$ cat config.mk
export PLATFORM = sky130hd
export DESIGN_NAME = guard_supervisor
export DESIGN_NICKNAME = d
export VERILOG_FILES = /design/src/rtl/gs_pkg.sv /design/src/rtl/gs_window.sv /design/src/rtl/gs_hold.sv /design/src/rtl/gs_budget.sv /design/src/rtl/guard_supervisor.sv
export SDC_FILE = /design/constraint.sdc
export NUM_CORES = 1
export LEC_CHECK = 0
export ABC_AREA = 1
export ABC_CLOCK_PERIOD_IN_PS = 8350
export BUFFER_PORTS_ARGS = -buffer_cell sky130_fd_sc_hd__buf_2
export CELL_PAD_IN_SITES_DETAIL_PLACEMENT = 0
export CELL_PAD_IN_SITES_GLOBAL_PLACEMENT = 1
export CORE_MARGIN = 2
export CORE_UTILIZATION = 45
export CTS_BUF_LIST = sky130_fd_sc_hd__clkbuf_4
export DETAILED_ROUTE_END_ITERATION = 10
export PLACE_DENSITY_LB_ADDON = 0.1
export SKIP_CTS_REPAIR_TIMING = 1
export SYNTH_ARGS = -nofsm -noshare
export SYNTH_HDL_FRONTEND = slang
export SYNTH_SLANG_ARGS = --single-unit
$ cat constraint.sdc
create_clock -name clk -period 8.35 [get_ports clk]
set_input_delay 1.67 -clock clk [delete_from_list [all_inputs] [get_ports clk]]
set_output_delay 1.67 -clock clk [all_outputs]
set_load 0.005 [all_outputs]
$ cat src/rtl/gs_pkg.sv
package gs_pkg;
  typedef enum logic [1:0] {
    ST_RUN  = 2'd0,
    ST_WARN = 2'd1,
    ST_SAFE = 2'd2,
    ST_LOCK = 2'd3
  } gs_state_e;

  typedef enum logic [2:0] {
    RC_NONE    = 3'd0,
    RC_WDOG    = 3'd1,
    RC_BROWN   = 3'd2,
    RC_EXT     = 3'd3,
    RC_SW      = 3'd4,
    RC_THERM   = 3'd5,
    RC_UNKNOWN = 3'd7
  } gs_cause_e;
endpackage

$ cat src/rtl/gs_window.sv
// Heartbeat age counter and window judgement.
module gs_window #(
  parameter int TW = 16
) (
  input  logic          clk,
  input  logic          rst,
  input  logic          tick,
  input  logic          active,
  input  logic          kick,
  input  logic [TW-1:0] open_t,
  input  logic [TW-1:0] close_t,
  output logic          early,
  output logic          late,
  output logic          valid,
  output logic          warn
);
  localparam logic [TW-1:0] AMAX = {TW{1'b1}};
  logic [TW-1:0] age;

  always_comb begin
    early = kick && (age < open_t);
    late  = (age >= close_t);
    valid = kick && !early && !late;
    warn  = (age >= (close_t - (close_t >> 2)));
  end

  always_ff @(posedge clk) begin
    if (rst) age <= '0;
    else if (!active || valid) age <= '0;
    else if (tick && age != AMAX) age <= age + 1'b1;
  end
endmodule

$ cat src/rtl/gs_hold.sv
// Persistence counter: met once level has been high for LIMIT ticks.
module gs_hold #(
  parameter int LIMIT = 3
) (
  input  logic clk,
  input  logic rst,
  input  logic tick,
  input  logic level,
  input  logic clr,
  output logic met
);
  localparam int CW = $clog2(LIMIT + 1);
  logic [CW-1:0] cnt;

  assign met = (cnt == CW'(LIMIT));

  always_ff @(posedge clk) begin
    if (rst || clr || !level) cnt <= '0;
    else if (tick && !met) cnt <= cnt + 1'b1;
  end
endmodule

$ cat src/rtl/gs_budget.sv
// Retry counter with a time-windowed budget.
module gs_budget #(
  parameter int RW = 4,
  parameter int TW = 16
) (
  input  logic          clk,
  input  logic          rst,
  input  logic          tick,
  input  logic          evt,
  input  logic          clr,
  input  logic [RW-1:0] max_c,
  input  logic [TW-1:0] win,
  output logic [RW-1:0] cnt,
  output logic          lock_hit
);
  localparam logic [RW-1:0] CMAX = {RW{1'b1}};
  localparam logic [TW-1:0] LMAX = {TW{1'b1}};
  logic [TW-1:0] lw;
  logic          restart;
  logic [RW-1:0] nxt;

  always_comb begin
    restart  = (cnt == '0) || (lw >= win);
    if (restart)          nxt = RW'(1);
    else if (cnt == CMAX) nxt = cnt;
    else                  nxt = cnt + 1'b1;
    lock_hit = (nxt >= max_c);
  end

  always_ff @(posedge clk) begin
    if (rst || clr) begin
      cnt <= '0;
      lw  <= '0;
    end else begin
      if (tick && cnt != '0 && lw != LMAX) lw <= lw + 1'b1;
      if (evt) begin
        cnt <= nxt;
        if (restart) lw <= '0;
      end
    end
  end
endmodule

$ cat src/rtl/guard_supervisor.sv
module guard_supervisor
  import gs_pkg::*;
#(
  parameter int TW      = 16,
  parameter int RW      = 4,
  parameter int PG_HOLD = 3,
  parameter int OT_HOLD = 4
) (
  input  logic          clk,
  input  logic          rst,
  input  logic          tick_ms,
  input  logic          hb_kick,
  input  logic          pwr_good,
  input  logic          ext_req,
  input  logic          sw_req,
  input  logic          temp_hi,
  input  logic          temp_crit,
  input  logic          lock_ack,
  input  logic [TW-1:0] cfg_open,
  input  logic [TW-1:0] cfg_close,
  input  logic [RW-1:0] cfg_retry_max,
  input  logic [TW-1:0] cfg_lock_win,
  output logic [1:0]    state,
  output logic          safe_force,
  output logic          cpu_rst,
  output logic [2:0]    rst_cause,
  output logic [RW-1:0] retry_cnt,
  output logic [TW-1:0] hb_stamp
);
  // configuration, sampled only while reset is held
  logic [TW-1:0] open_q, close_q, win_q;
  logic [RW-1:0] max_q;

  logic [TW-1:0] now_q, last_hb_q, stamp_q;
  gs_state_e     st_q, nxt_st;
  gs_cause_e     cause_q, code;
  logic          safe_q, crst_q;

  logic active, wd_early, wd_late, wd_valid, wd_warn;
  logic pg_met, ot_met, lock_hit, evt, leave_lock;

  assign active     = (st_q == ST_RUN) || (st_q == ST_WARN);
  assign leave_lock = (st_q == ST_LOCK) && lock_ack && pwr_good && !temp_crit;

  gs_window #(.TW(TW)) u_window (
    .clk(clk), .rst(rst), .tick(tick_ms), .active(active), .kick(hb_kick),
    .open_t(open_q), .close_t(close_q),
    .early(wd_early), .late(wd_late), .valid(wd_valid), .warn(wd_warn)
  );

  gs_hold #(.LIMIT(PG_HOLD)) u_pg_hold (
    .clk(clk), .rst(rst), .tick(tick_ms), .level(pwr_good),
    .clr(st_q != ST_SAFE), .met(pg_met)
  );

  gs_hold #(.LIMIT(OT_HOLD)) u_ot_hold (
    .clk(clk), .rst(rst), .tick(tick_ms), .level(temp_crit),
    .clr(!active), .met(ot_met)
  );

  // fault selection by fixed priority
  always_comb begin
    code = RC_NONE;
    if (ot_met)                  code = RC_THERM;
    else if (!pwr_good)          code = RC_BROWN;
    else if (wd_early || wd_late) code = RC_WDOG;
    else if (ext_req)            code = RC_EXT;
    else if (sw_req)             code = RC_SW;
  end

  assign evt = active && (code != RC_NONE) && (code != RC_THERM);

  gs_budget #(.RW(RW), .TW(TW)) u_budget (
    .clk(clk), .rst(rst), .tick(tick_ms), .evt(evt), .clr(leave_lock),
    .max_c(max_q), .win(win_q), .cnt(retry_cnt), .lock_hit(lock_hit)
  );

  always_comb begin
    nxt_st = st_q;
    case (st_q)
      ST_RUN, ST_WARN: begin
        if (code == RC_THERM)     nxt_st = ST_LOCK;
        else if (code != RC_NONE) nxt_st = lock_hit ? ST_LOCK : ST_SAFE;
        else if (wd_valid)        nxt_st = temp_hi ? ST_WARN : ST_RUN;
        else                      nxt_st = (wd_warn || temp_hi) ? ST_WARN : ST_RUN;
      end
      ST_SAFE: if (pwr_good && pg_met) nxt_st = ST_RUN;
      default: if (leave_lock) nxt_st = ST_SAFE;
    endcase
  end

  always_ff @(posedge clk) begin
    if (rst) begin
      open_q    <= cfg_open;
      close_q   <= cfg_close;
      max_q     <= cfg_retry_max;
      win_q     <= cfg_lock_win;
      now_q     <= '0;
      last_hb_q <= '0;
      stamp_q   <= '0;
      st_q      <= ST_SAFE;
      safe_q    <= 1'b1;
      crst_q    <= 1'b1;
      cause_q   <= RC_UNKNOWN;
    end else begin
      now_q <= now_q + {{(TW-1){1'b0}}, tick_ms};
      if (active && wd_valid) last_hb_q <= now_q;
      st_q <= nxt_st;
      if (active && code != RC_NONE) begin
        safe_q  <= 1'b1;
        crst_q  <= 1'b1;
        cause_q <= code;
        stamp_q <= last_hb_q;
      end else if (st_q == ST_SAFE && pwr_good && pg_met) begin
        safe_q <= 1'b0;
        crst_q <= 1'b0;
      end
    end
  end

  assign state      = st_q;
  assign safe_force = safe_q;
  assign cpu_rst    = crst_q;
  assign rst_cause  = cause_q;
  assign hb_stamp   = stamp_q;
endmodule

==> metrics.txt <==
gr ovfl total 0; DP Cell Count 1259; Clk pwr share 30.3%; final non-filler cell total 1292; number of global-route vias before repair 5742; Flop pwr share 57.0%; Worst Setup EP state[0]; IO Port Bufs between 80 and 90; reg2reg setup slack 4590 ps; DRC Markers 0; Setup violations, final 0; count leader, synth inv_1; crit-path max FO 3; Post-Syn Area per Cell 8.377 um^2; FF-to-FF Start close_q[0]; row count 48; clock sink count roughly 150; clk slew on worst S/H paths 140 ps; leakage 4.138 nW; Rel. slew slack 26.98%; CP Launch Point close_q[0]; Synth area leaders dfxtp_1, edfxtp_1, ha_1; Reg-to-Reg End state[0]; CTS max path bufs 2; I/O pin cnt 89; Synth cell types 48; Root Buffer clkbuf_4; max-cap violation count 0; total die area 18940 um^2; Worst setup SP type flip-flop; routability cong. between 0.8 and 0.9; Top FF cell, synth dfxtp_1; Worst-Skew Late Latency roughly 560 ps; family with the most delay on the worst path simple AND/OR/NAND/NOR gates; initial antenna violation count 2; GRT Overall Usage 18.47%; # fillers 1749; synthesized net count 1112; max incr delay on CP 420 ps; Min Clock Period, post-route 3755 ps; crit path capture type flip-flop; routed len/inst between 10 and 15 um; Worst Clk Skew between 20 and 30 ps; area leader, netlist dfxtp_1; Synth Instances 959; Pre-Repair DR Iteration Count 5; Comb power frac between 10% and 20%; final core occ about half; post-synthesis cell area 8034 um^2; sw frac 29.23%; Data required, critical path 8860 ps; count of state elements after synthesis 147; Die Wd between 100 and 150 um; Nets 1206; Worst-Margin Slew approximately 1100 ps; Power Density between 150 and 200 nW/um^2; vias post-DR 6221; first-pass GRT wire length 27320 um; TritonCTS clock tree done; P&R area growth vs syn 11.01%; Peak Freq 266.3 MHz; Post-synth EDFFs 52; HP Class reg2reg; Internal Power 0.9606 mW; final worst-path cycle share 44.97%; H-tree levels 4; DRT Wirelength 16740 um; CP bufs+invs 3; sequential area share after synthesis 43.11%; core area 17360 um^2; hpwl dp 12320 um; largest net degree at the start of global routing 67; crit path DAT 4260 ps; outcome completed; worst ir drop on vdd ~97 uV; Synth top area share 23.67%; starting density of the core a little under half; most used cell along the critical path nand2_1; layout cells sized above 1 13.79%; unrepaired setup endpoints after global routing false; CP Class reg2reg; top post-synthesis cells by count inv_1, nand2_1, nor2_1, dfxtp_1, ha_1; Die Span Y 137.6 um; post-synthesis async set-or-reset flop share 0%; Fin. Hold Viols 0; CTS buffer count 17; Critical-path top delay cell edfxtp_1; vias per inst 4.815; Sw Pwr 0.3968 mW; worst r2r path cells 26; yosys warns 0; DRT iter0 DRCs 246; total stage count of the critical path 26; max-slew violation count 0; post-route setup TNS 0 ps; Post-DRT Antenna Nets 0
## cells in the final DEF, fill, tap and decap left out, types with 2 or more instances in the layout
cell type and n:
xor2_1 24, inv_6 7, inv_4 2, clkbuf_4 17, nor3_1 20, nand3_2 3
inv_2 4, a31oi_1 4, buf_2 88, nand2_1 144, o21ai_1 8, a21o_1 5
nor2_2 4, o21a_1 2, a21oi_1 81, clkinvlp_4 2, xnor2_1 10, inv_1 150
a211oi_1 4, o211ai_1 4, nor4_1 4, nand2_2 4, or2_2 4, nor3b_1 4
nor2_1 115, nor4_2 2, dfxtp_1 95, nand3_1 36, edfxtp_1 52, nand4_1 13
ha_1 90, o21ai_0 44
## per-stage QoR
stage	hold WS (ps)	setup WS, ps	area, um^2	power, mW
global route	475.9	4047	8919	1.445
CTS	454.2	4560	8916	1.380
detailed placement	435.6	4567	8671	0.9638
global placement	430.5	4627	8671	0.9618
finish	455.0	4595	8919	1.357
floorplan	420.5	5140	8034	0.9114
## worst reg2reg max path, stage by stage (launching register included)
cell	delay, ps
edfxtp_1	420
inv_1	70
ha_1	130
inv_1	60
fa_1	410
nand3_1	90
nand2_1	110
nand2_1	140
nand2_1	60
nand2_1	70
nand2_1	50
a21o_1	170
a21boi_0	260
o21ai_0	150
xor2_1	160
ha_1	280
nand2_1	50
inv_1	50
nand3_1	80
nor3_1	290
nand3_1	120
nand3_1	120
a21o_1	120
nand2_1	60
nand3_1	60
nand2_1	60
nand2_1	60
## cells by family (layout without fill, tap and decap cells)
logic type | after synthesis | count (layout) | synth area share, %
xor gates and xnor gates | 34 | 34 | 3.707
buffers and inverters | 167 | 274 | 8.301
AOI/OAI and AO/OA | 159 | 159 | 10.70
and+or+nand+nor | 359 | 359 | 19.65
DFF | 147 | 147 | 43.11
adders and majority gates | 91 | 91 | 14.27
other | 0 | 1 | 0
muxes | 2 | 2 | 0.2648
## how the worst min path moves through the flow
stage                          to  slack (ps)          start  cells after the start
finish               last_hb_q[0]         450   last_hb_q[0]                      2
global route         last_hb_q[8]         480   last_hb_q[8]                      2
CTS                  last_hb_q[0]         450   last_hb_q[0]                      2
detailed placement   last_hb_q[0]         440   last_hb_q[0]                      2
global placement    last_hb_q[15]         430  last_hb_q[15]                      2
floorplan            last_hb_q[0]         420   last_hb_q[0]                      2
## sequential cells by signal (all words and copies together), names as in the netlist
| name | count |
|---|---|
| open_q | 16 |
| u_pg_hold.cnt | 2 |
| now_q | 16 |
| u_budget.lw | 16 |
| max_q | 4 |
| last_hb_q | 16 |
| hb_stamp | 16 |
| win_q | 16 |
| u_ot_hold.cnt | 3 |
| cpu_rst | 1 |
| u_window.age | 16 |
| close_q | 16 |
| state | 2 |
| rst_cause | 3 |
| u_budget.cnt | 4 |
## power groups by stage
stage	logic [mW]	clock network, mW	registers (mW)
final	0.172	0.411	0.774
after global routing	0.204	0.463	0.777
after CTS	0.174	0.430	0.775
after detailed placement	0.174	0	0.790
after global placement	0.172	0	0.790
after floorplan	0.124	0	0.788
## metal layers
layer	share of wire, %	GRT usage [%]	wire length (um)
met1	51	25.28	8535
met2	44	29.27	7358
met3	4.1	3.900	679
met4	0.92	5.613	154
met5	0.060	0	10
## area by class of cell
type                    instances  area, um^2  area share [%]
multi-input cells             645        3904           43.77
flip-flops and latches        147        3463           38.83
inverters                     153       574.3           6.439
repair buffers                 89       447.9           5.022
well taps                     225       281.5           3.157
clock buffers                  17       127.6           1.431
clock inverters                15       117.6           1.319
diodes                          1       2.502         0.02806
Power figures use the tool's default switching activity.
